===== config.mk =====
export PLATFORM = sky130hd
export DESIGN_NAME = perm_check_top
export DESIGN_NICKNAME = d
export VERILOG_FILES = /design/src/rtl/perm_chk_pkg.sv /design/src/rtl/perm_align_chk.sv /design/src/rtl/perm_domain_sel.sv /design/src/rtl/perm_ap_table.sv /design/src/rtl/perm_check_top.sv
export SDC_FILE = /design/constraint.sdc
export NUM_CORES = 1
export LEC_CHECK = 0
export ABC_AREA = 1
export BUFFER_PORTS_ARGS = -buffer_cell sky130_fd_sc_hd__buf_2
export CORE_MARGIN = 1.5
export CORE_UTILIZATION = 35
export DETAILED_ROUTE_END_ITERATION = 10
export PLACE_DENSITY_LB_ADDON = 0.15
export SLEW_MARGIN = 20
export SYNTH_ARGS = -nofsm -noshare
export SYNTH_HDL_FRONTEND = slang
export SYNTH_SLANG_ARGS = --single-unit
export TNS_END_PERCENT = 20

===== constraint.sdc =====
create_clock -name clk -period 1.9 [get_ports clk]
set_clock_uncertainty 0.05 [all_clocks]
set_input_delay 0.285 -clock clk [delete_from_list [all_inputs] [get_ports clk]]
set_output_delay 0.285 -clock clk [all_outputs]
set_load 0.02 [all_outputs]

===== src/rtl/perm_chk_pkg.sv =====
package perm_chk_pkg;

    typedef enum logic [1:0] {
        CLS_NONE  = 2'd0,
        CLS_ALIGN = 2'd1,
        CLS_DOM   = 2'd2,
        CLS_PERM  = 2'd3
    } fault_cls_e;

    typedef enum logic [1:0] {
        ACC_READ  = 2'd0,
        ACC_WRITE = 2'd1,
        ACC_FETCH = 2'd2
    } acc_kind_e;

    localparam logic [1:0] DCODE_NOACC   = 2'd0;
    localparam logic [1:0] DCODE_CLIENT  = 2'd1;
    localparam logic [1:0] DCODE_RSVD    = 2'd2;
    localparam logic [1:0] DCODE_MANAGER = 2'd3;

    typedef struct packed {
        logic       fault;
        fault_cls_e cls;
        logic       prefetch;
        logic       page;
        logic       uncached;
        logic       unpred;
    } chk_res_t;

    typedef struct packed {
        logic     vld;
        chk_res_t res;
    } chk_state_t;

endpackage


===== src/rtl/perm_align_chk.sv =====
module perm_align_chk #(
    parameter int ADDR_W = 32
) (
    input  logic              is_fetch,
    input  logic              chk_en,
    input  logic              allow_unaligned,
    input  logic [ADDR_W-1:0] vaddr,
    input  logic [ADDR_W-1:0] mask,
    output logic              misalign
);
    logic enforce;
    logic low_bits_set;

    always_comb begin
        enforce      = chk_en || !allow_unaligned;
        low_bits_set = |(vaddr & mask);
        misalign     = !is_fetch && enforce && low_bits_set;
    end
endmodule


===== src/rtl/perm_domain_sel.sv =====
module perm_domain_sel #(
    parameter int NUM_DOM = 16,
    localparam int DOM_W  = $clog2(NUM_DOM),
    localparam int DACR_W = 2 * NUM_DOM
) (
    input  logic [DACR_W-1:0] dom_access,
    input  logic [DOM_W-1:0]  domain,
    output logic [1:0]        code
);
    logic [1:0] codes [NUM_DOM];

    for (genvar g = 0; g < NUM_DOM; g++) begin : g_split
        assign codes[g] = dom_access[2*g +: 2];
    end

    assign code = codes[domain];
endmodule


===== src/rtl/perm_ap_table.sv =====
module perm_ap_table (
    input  logic [2:0] ap_raw,
    input  logic       force_bit0,
    input  logic       priv,
    input  logic       is_write,
    input  logic       xp_en,
    input  logic [1:0] rs_sel,
    output logic       abort,
    output logic       unpred
);
    logic [2:0] ap_eff;

    always_comb begin
        ap_eff = ap_raw | {2'b00, force_bit0};
        abort  = 1'b0;
        unpred = 1'b0;
        case (ap_eff)
            3'd0: begin
                if (xp_en) begin
                    abort = 1'b1;
                end else begin
                    case (rs_sel)
                        2'd2:    abort = is_write;
                        2'd1:    abort = is_write || !priv;
                        default: abort = 1'b1;
                    endcase
                end
            end
            3'd1:    abort = !priv;
            3'd2:    abort = !priv && is_write;
            3'd3:    abort = 1'b0;
            3'd4:    unpred = 1'b1;
            3'd5:    abort = !priv || is_write;
            default: abort = is_write;
        endcase
    end
endmodule


===== src/rtl/perm_check_top.sv =====
module perm_check_top
    import perm_chk_pkg::*;
#(
    parameter int ADDR_W  = 32,
    parameter int NUM_DOM = 16,
    localparam int DOM_W  = $clog2(NUM_DOM),
    localparam int DACR_W = 2 * NUM_DOM
) (
    input  logic              clk,
    input  logic              rst_n,
    input  logic              req_valid,
    input  logic [1:0]        acc_kind,
    input  logic              priv_mode,
    input  logic              allow_unaligned,
    input  logic [ADDR_W-1:0] align_mask,
    input  logic [ADDR_W-1:0] vaddr,
    input  logic [DOM_W-1:0]  ent_domain,
    input  logic [2:0]        ent_ap,
    input  logic              ent_xn,
    input  logic              ent_page,
    input  logic              ent_nocache,
    input  logic [DACR_W-1:0] dom_access,
    input  logic              align_check_en,
    input  logic              mmu_en,
    input  logic              ap_force_en,
    input  logic              xp_en,
    input  logic [1:0]        rs_sel,
    input  logic              remap_en,
    output logic              rsp_valid,
    output logic              rsp_fault,
    output logic [1:0]        rsp_class,
    output logic              rsp_prefetch,
    output logic              rsp_page,
    output logic              rsp_uncached,
    output logic              rsp_unpred
);
    logic       is_fetch;
    logic       is_write;
    logic       misalign;
    logic [1:0] dom_code;
    logic       ap_abort;
    logic       ap_unpred;
    chk_res_t   res;
    chk_state_t s_d, s_q;

    assign is_fetch = (acc_kind == ACC_FETCH);
    assign is_write = (acc_kind == ACC_WRITE);

    perm_align_chk #(.ADDR_W(ADDR_W)) i_align (
        .is_fetch        (is_fetch),
        .chk_en          (align_check_en),
        .allow_unaligned (allow_unaligned),
        .vaddr           (vaddr),
        .mask            (align_mask),
        .misalign        (misalign)
    );

    perm_domain_sel #(.NUM_DOM(NUM_DOM)) i_dom (
        .dom_access (dom_access),
        .domain     (ent_domain),
        .code       (dom_code)
    );

    perm_ap_table i_ap (
        .ap_raw     (ent_ap),
        .force_bit0 (ap_force_en),
        .priv       (priv_mode),
        .is_write   (is_write),
        .xp_en      (xp_en),
        .rs_sel     (rs_sel),
        .abort      (ap_abort),
        .unpred     (ap_unpred)
    );

    always_comb begin
        res          = '0;
        res.cls      = CLS_NONE;
        res.uncached = mmu_en ? ent_nocache : !remap_en;
        if (misalign) begin
            res.fault = 1'b1;
            res.cls   = CLS_ALIGN;
        end else if (mmu_en) begin
            case (dom_code)
                DCODE_NOACC: begin
                    res.fault    = 1'b1;
                    res.cls      = CLS_DOM;
                    res.prefetch = is_fetch;
                    res.page     = ent_page;
                end
                DCODE_RSVD: begin
                    res.fault    = 1'b1;
                    res.cls      = CLS_PERM;
                    res.unpred   = 1'b1;
                    res.prefetch = is_fetch;
                    res.page     = ent_page;
                end
                DCODE_CLIENT: begin
                    if (ap_unpred || ap_abort || (is_fetch && ent_xn)) begin
                        res.fault    = 1'b1;
                        res.cls      = CLS_PERM;
                        res.unpred   = ap_unpred;
                        res.prefetch = is_fetch;
                        res.page     = ent_page;
                    end
                end
                default: ;
            endcase
        end

        s_d.vld = req_valid;
        s_d.res = req_valid ? res : s_q.res;
    end

    always_ff @(posedge clk) begin
        if (!rst_n) s_q <= '0;
        else        s_q <= s_d;
    end

    assign rsp_valid    = s_q.vld;
    assign rsp_fault    = s_q.res.fault;
    assign rsp_class    = s_q.res.cls;
    assign rsp_prefetch = s_q.res.prefetch;
    assign rsp_page     = s_q.res.page;
    assign rsp_uncached = s_q.res.uncached;
    assign rsp_unpred   = s_q.res.unpred;


    rsp_latency_chk: assert property (@(posedge clk) disable iff (!rst_n)
        req_valid |=> rsp_valid);


    idle_hold_chk: assert property (@(posedge clk) disable iff (!rst_n)
        !req_valid |=> (!rsp_valid && $stable(rsp_class) && $stable(rsp_fault)));


    align_not_prefetch_chk: assert property (@(posedge clk) disable iff (!rst_n)
        (rsp_fault && rsp_class == CLS_ALIGN) |-> !rsp_prefetch);


    manager_pass_chk: assert property (@(posedge clk) disable iff (!rst_n)
        (req_valid && mmu_en && !misalign && dom_code == DCODE_MANAGER) |=> !rsp_fault);


    unpred_is_perm_chk: assert property (@(posedge clk) disable iff (!rst_n)
        rsp_unpred |-> (rsp_fault && rsp_class == CLS_PERM));


    clean_pass_chk: assert property (@(posedge clk) disable iff (!rst_n)
        !rsp_fault |-> (!rsp_page && !rsp_prefetch && rsp_class == CLS_NONE));


    mmu_off_chk: assert property (@(posedge clk) disable iff (!rst_n)
        (req_valid && !mmu_en && !misalign) |=> !rsp_fault);
endmodule


* Word level (Yosys, flattened, before mapping)
Cells that the tools add are included.
Word-level totals: flip-flop bits (word level) 8, input bits 120, output and inout port bits 8, word-level logic and storage cells 55
Operators by class: magnitude comparators 1, equality and inequality tests 11, muxes and demuxes 17, bitwise logic cells 3, reductions and logical operators 16
Operators by type and width (count):
- 32-bit AND | 1
- 32-bit OR reduction | 1
- 5-bit one-hot mux with 3 select lines | 1
- 5-bit 2-to-1 mux | 2
- 2-bit binary-select mux with 4-bit select | 1
- 2-bit by 1-bit equality test with 1-bit output (second input constant) | 3
- 2-bit equality test (second input constant) | 3
- 3-bit by 2-bit equality test with 1-bit output (second input constant) | 2
- 3-bit equality test (second input constant) | 2
- 1-bit 2-to-1 mux | 6
- 2-bit 2-to-1 mux | 3
- 5-bit greater-or-equal comparator (second input constant) | 1
- 4-bit NOT with 5-bit output | 1
- 1-bit one-hot mux with 5 select lines | 1
- 1-bit logical AND | 4
- 1-bit zero test | 4
- 1-bit logical OR | 4
- 1-bit one-hot mux with 2 select lines | 2
- 3-bit by 1-bit equality test with 1-bit output (second input constant) | 1
- 3-bit zero test | 1
- 3-bit 2-to-1 mux | 1
- 3-bit by 1-bit OR with 3-bit output | 1
- 2-bit zero test | 1
- 2-bit OR reduction | 1

* Longest topological paths before layout
depth in word-level cells 11, gate-level depth with buffers 14, depth with buffers taken out 13

* By module
A second synthesis with hierarchy kept.
Second synthesis, totals: cell total of the unflattened synthesis 244, area total of the unflattened synthesis 1223.7 sq um
By module, submodules not included:
- perm_check_top | instances 1, cells an instance 56, area each 426.7 sq um, sequential area each 160.2 sq um
- perm_domain_sel | instances 1, cells an instance 98, area each 420.4 sq um, sequential area each 0.0 sq um
- perm_align_chk | instances 1, cells an instance 65, area each 249.0 sq um, sequential area each 0.0 sq um
- perm_ap_table | instances 1, cells an instance 25, area each 127.6 sq um, sequential area each 0.0 sq um

* Worst setup path after synthesis
Ideal clock, no wire load.
path kind in2reg, start input ent_domain[0], end register s_q (netlist bit rsp_unpred), library setup time 0.118 ns, data arrival time 1.445 ns, required time 1.732 ns, path slack 0.287 ns, cell stages on the path 11, path buffers 1, cell sequence buf_4 > nor2_1 > nor2_1 > o21ai_1 > nand3_1 > nand3_1 > nand2_1 > ha_1 > a31o_2 > nand4_1 > a21oi_1
On the way: longest elaborated chain between the ends 8, elaborated cells between the ends (all ways) 9, classes of those cells eq/ne (2); mux (6); bitwise (1)
RTL lines:
- start, declared | line perm_check_top.sv:17 | input logic [DOM_W-1:0] ent_domain,
- 4-bit NOT with 5-bit output (not written as such) * | line perm_domain_sel.sv:16 | assign code = codes[domain];
- 2-bit binary-select mux with 4-bit select * | line perm_domain_sel.sv:16
- 2-bit 2-to-1 mux (not written as such) * (2 in series) | line perm_domain_sel.sv:16
- 2-bit by 1-bit equality test with 1-bit output / 2-bit equality test (equally long branches) | line perm_check_top.sv:83 | case (dom_code)
- 1-bit one-hot mux with 2 select lines * | line perm_check_top.sv:83
- 1-bit 2-to-1 mux * | line perm_check_top.sv:82 | end else if (mmu_en) begin
- 1-bit 2-to-1 mux * | line perm_check_top.sv:79 | if (misalign) begin
- end signal, assigned | line perm_check_top.sv:115 | if (!rst_n) s_q <= '0;
- end signal, assigned | line perm_check_top.sv:116 | else s_q <= s_d;
- end, declared | line perm_check_top.sv:44 | chk_state_t s_d, s_q;
Mark *: on every way between the ends. The rest lies on a longest branch, timed or not. The select of a mux whose other input is x is not followed. A chain may end at the register's enable or synchronous reset.

* Worst setup path after layout
start input ent_domain[0], end register s_q (netlist bit rsp_prefetch)
On the way: longest elaborated chain between the ends 8, elaborated cells between the ends (all ways) 10, classes of those cells eq/ne (2); mux (6); bitwise (1); reduce/logical (1)
RTL lines (line):
- 4-bit NOT with 5-bit output (not written as such) * | perm_domain_sel.sv:16
- 2-bit binary-select mux with 4-bit select * | perm_domain_sel.sv:16
- 2-bit 2-to-1 mux (not written as such) * (2 in series) | perm_domain_sel.sv:16
- 2-bit by 1-bit equality test with 1-bit output (tied with other cells) | perm_check_top.sv:83
- 5-bit one-hot mux with 3 select lines * | perm_check_top.sv:83
- 5-bit 2-to-1 mux * | perm_check_top.sv:82
- 2-bit 2-to-1 mux * | perm_check_top.sv:79
Marks and branches as above.

==> impl_results.rst <==
.. list-table::
   :header-rows: 1

   * - Metric
     - Value
   * - Average via count per standard cell
     - 4.44
   * - Number of setup violations in the final report
     - 0
   * - Seq. cell area
     - 160 µm²
   * - Register area share after synthesis
     - 0.138
   * - Remaining routing DRC violations
     - 0
   * - Pin slew with the least headroom to its limit
     - approximately 0.25 ns
   * - Area share of the leading cell type in the synthesized netlist
     - 0.284
   * - Global-route wire length before repair
     - 5.60 mm
   * - Buffers inserted by post-CTS timing repair
     - 0
   * - Number of ports placed on the die boundary
     - between 100 and 150
   * - Design Area, Final
     - 1870 µm²
   * - Net Count, Synth
     - 347
   * - Number of antenna violations at the first check in global routing
     - 0
   * - Leakage power
     - 1.16 nW
   * - Req. time, crit path
     - 1.99 ns
   * - Vertical extent of the die
     - 60.6 µm
   * - Placed standard-cell area
     - 1840 µm²
   * - Via Count
     - ~1700
   * - Die Span X
     - 60.6 µm
   * - Max VDD drop
     - 267 µV
   * - Clock root cell
     - clkbuf_4
   * - Share of layout cells above drive strength 1
     - 0.427
   * - Setup slack after layout
     - 0.240 ns
   * - Clock Path Buffers
     - 2
   * - Setup repair after global routing missed its margin
     - false
   * - HPWL after DPL
     - 3.20 mm
   * - Number of fillers in the final layout
     - 350
   * - Fin crit period
     - 1.66 ns
   * - Result of the run
     - completed
   * - Flip-flop and latch count after synthesis
     - 8
   * - Remaining global-route overflow
     - 0
   * - Hold Violations, Final
     - 0
   * - Largest net degree at the start of global routing
     - 13
   * - Antenna viol nets, final
     - 0
   * - Max Clock Freq
     - around 600 MHz
   * - Max-Cap Viols
     - 0
   * - Total global routing track utilization
     - 0.194
   * - Area delta synth->final
     - 60.8%
   * - Quantity of gates resized following cts
     - 0
   * - Synth area leader
     - nand2_1
   * - Number of rows created at floorplan
     - 20
   * - Highest fanout seen on the critical path
     - 12
   * - Clock Latency Late Sink
     - 0.26 ns
   * - Launching element type of the critical path
     - input pin
   * - Core Area
     - between 3000 and 4000 µm²
   * - Number of design-rule violations left by the first detailed-router iteration
     - 21
   * - Cells taking the most area after synthesis
     - nand2_1 28%, dfxtp_1 14%, nor2_1 12%
   * - Cell Count Post-Placement
     - between 300 and 400
   * - Finished Layout Cells
     - 393
   * - Routability cong.
     - 0.771
   * - Via count of the first global-routing pass
     - 1530
   * - Setup Slack @ Placement
     - -0.0413 ns
   * - Cell count after synthesis
     - 221
   * - IO buf count
     - approximately 130
   * - Htree depth
     - 1
   * - Cts-stage hold buffer count
     - 0
   * - Data arrival, critical path
     - 1.75 ns
   * - Ant. Diodes
     - 0
   * - Final net count
     - 477
   * - Starting density of the core
     - 0.374
   * - Crit path kind
     - in -> reg
   * - Final total power
     - roughly 0.00065 W
   * - Total Die Area
     - 3670 µm²
   * - Final wirelength
     - 3.59 mm
   * - Max-slew headroom at the worst pin
     - 0.832
   * - Final cycle utilization of the critical path
     - 0.874
   * - Synthesized area per cell
     - 5.25 µm²
   * - Cell area after synthesis
     - 1160 µm²
   * - Max Transition Viols Final
     - 0
   * - R2r setup slk
     - 1.18 ns
   * - Detail-routed net length per standard cell
     - 9.12 µm
   * - Count of unique library cells instantiated by Yosys
     - 23
   * - Min-delay worst type
     - in -> reg
   * - Min Hold Slack
     - 0.202 ns
   * - Critical Path End Type
     - register
   * - TritonCTS clock tree
     - yes
   * - TritonRoute pass-1 iters
     - 4
   * - Number of buffers added by the clock tree synthesis step
     - 3
   * - Post-CTS clock slew at the launch and capture registers of the worst setup and hold paths
     - 0.05 ns
   * - Cell area power density
     - 350 nW/µm²
   * - Multi-input gate area in the final layout
     - 872 µm²
   * - CTS Sinks
     - 8
   * - YS warnings
     - 0
[through the flow]
stage / TNS (ns) / util
finish: 0 / 0.602
global route: 0 / 0.602
CTS: 0 / 0.602
detailed placement: -0.139 / 0.594
global placement: 0 / 0.594
floorplan: 0 / -
[path summary, 6_finish.rpt]
kind / from / endpoint / cells past startpoint
worst max-delay path: ent_domain[0] / rsp_prefetch$_SDFFE_PN0P_ / 14
worst min-delay path: req_valid / rsp_valid$_SDFF_PN0_ / 3
worst max register to register: rsp_class[0]$_SDFFE_PN0P_ / rsp_class[0]$_SDFFE_PN0P_ / 2
worst min register to register: rsp_class[1]$_SDFFE_PN0P_ / rsp_class[1]$_SDFFE_PN0P_ / 2
[power by group]
part           switching, W  leakage [nW]  internal [W]  total (W)
clock             0.0000627        0.0138     0.0000726   0.000135
combinational      0.000170          1.08      0.000169   0.000339
sequential       0.00000301        0.0656      0.000176   0.000179
[registers in the layout, summed over array words and instances (netlist names)]
signal        flops
rsp_valid         1
rsp_page          1
rsp_fault         1
rsp_unpred        1
rsp_class         2
rsp_prefetch      1
rsp_uncached      1
[cells in the final DEF, fill, tap and decap left out]
cell / synthesis / final
o211ai_1: 4 / 4
nand3_1: 11 / 11
nand2_2: 3 / 3
ha_1: 6 / 6
o21ai_0: 4 / 4
a31o_2: 1 / 1
nor2_1: 36 / 36
buf_12: 0 / 1
nand4_1: 3 / 3
o22ai_1: 1 / 1
buf_4: 1 / 1
nand2_1: 88 / 88
dfxtp_1: 8 / 8
nand3_2: 4 / 4
clkbuf_4: 0 / 3
inv_2: 5 / 5
o21ai_1: 10 / 10
buf_2: 1 / 127
a21oi_4: 1 / 1
or2_0: 1 / 1
a21oi_2: 1 / 1
nor2_2: 2 / 2
a21oi_1: 8 / 8
inv_1: 20 / 20
[metal layers]
| layer | vias up | routed length [µm] | track usage |
|---|---|---|---|
| met5 | - | 0 | 0 |
| met4 | 0 | 61 | 0.0652 |
| met3 | 9 | 302 | 0.0341 |
| met2 | 74 | 1750 | 0.373 |
| met1 | 711 | 1470 | 0.211 |
| li1 | 951 | - | - |
[Yosys cell counts, drive strengths merged]
| library cell | number |
|---|---|
| nand2 | 91 |
| nor2 | 38 |
| inv | 25 |
| nand3 | 15 |
| o21ai | 14 |
| a21oi | 10 |
| dfxtp | 8 |
| ha | 6 |
| buf | 4 |
| o211ai | 4 |
| nand4 | 3 |
| a31o | 1 |
| o22ai | 1 |
| or2 | 1 |
[critical path: stages]
cell and delay [ns]:
buf_2 0.15, inv_2 0.17, nor2_1 0.06, nor2_1 0.07
o21ai_1 0.07, nand3_1 0.07, nand3_1 0.06, nand2_1 0.12
inv_1 0.09, ha_1 0.20, nor2_1 0.10, nand2_1 0.11
nand4_1 0.12, a21oi_1 0.06
[cell type report]
type                            count  area share
Multi-Input combinational cell    184       0.467
Timing Repair Buffer              129       0.355
Sequential cell                     8      0.0858
Inverter                           25      0.0503
Tap cell                           44      0.0295
Clock buffer                        3      0.0121
[logic make-up (layout without fill, tap and decap cells)]
family          Yosys count  count (layout)  share of synthesized area
simple gates            148             148                      0.531
compound gates           30              30                      0.155
fa+ha+maj                 6               6                     0.0647
flops                     8               8                      0.138
buf+inv                  29             157                      0.111
No activity file was read; power rests on OpenSTA's default activity.
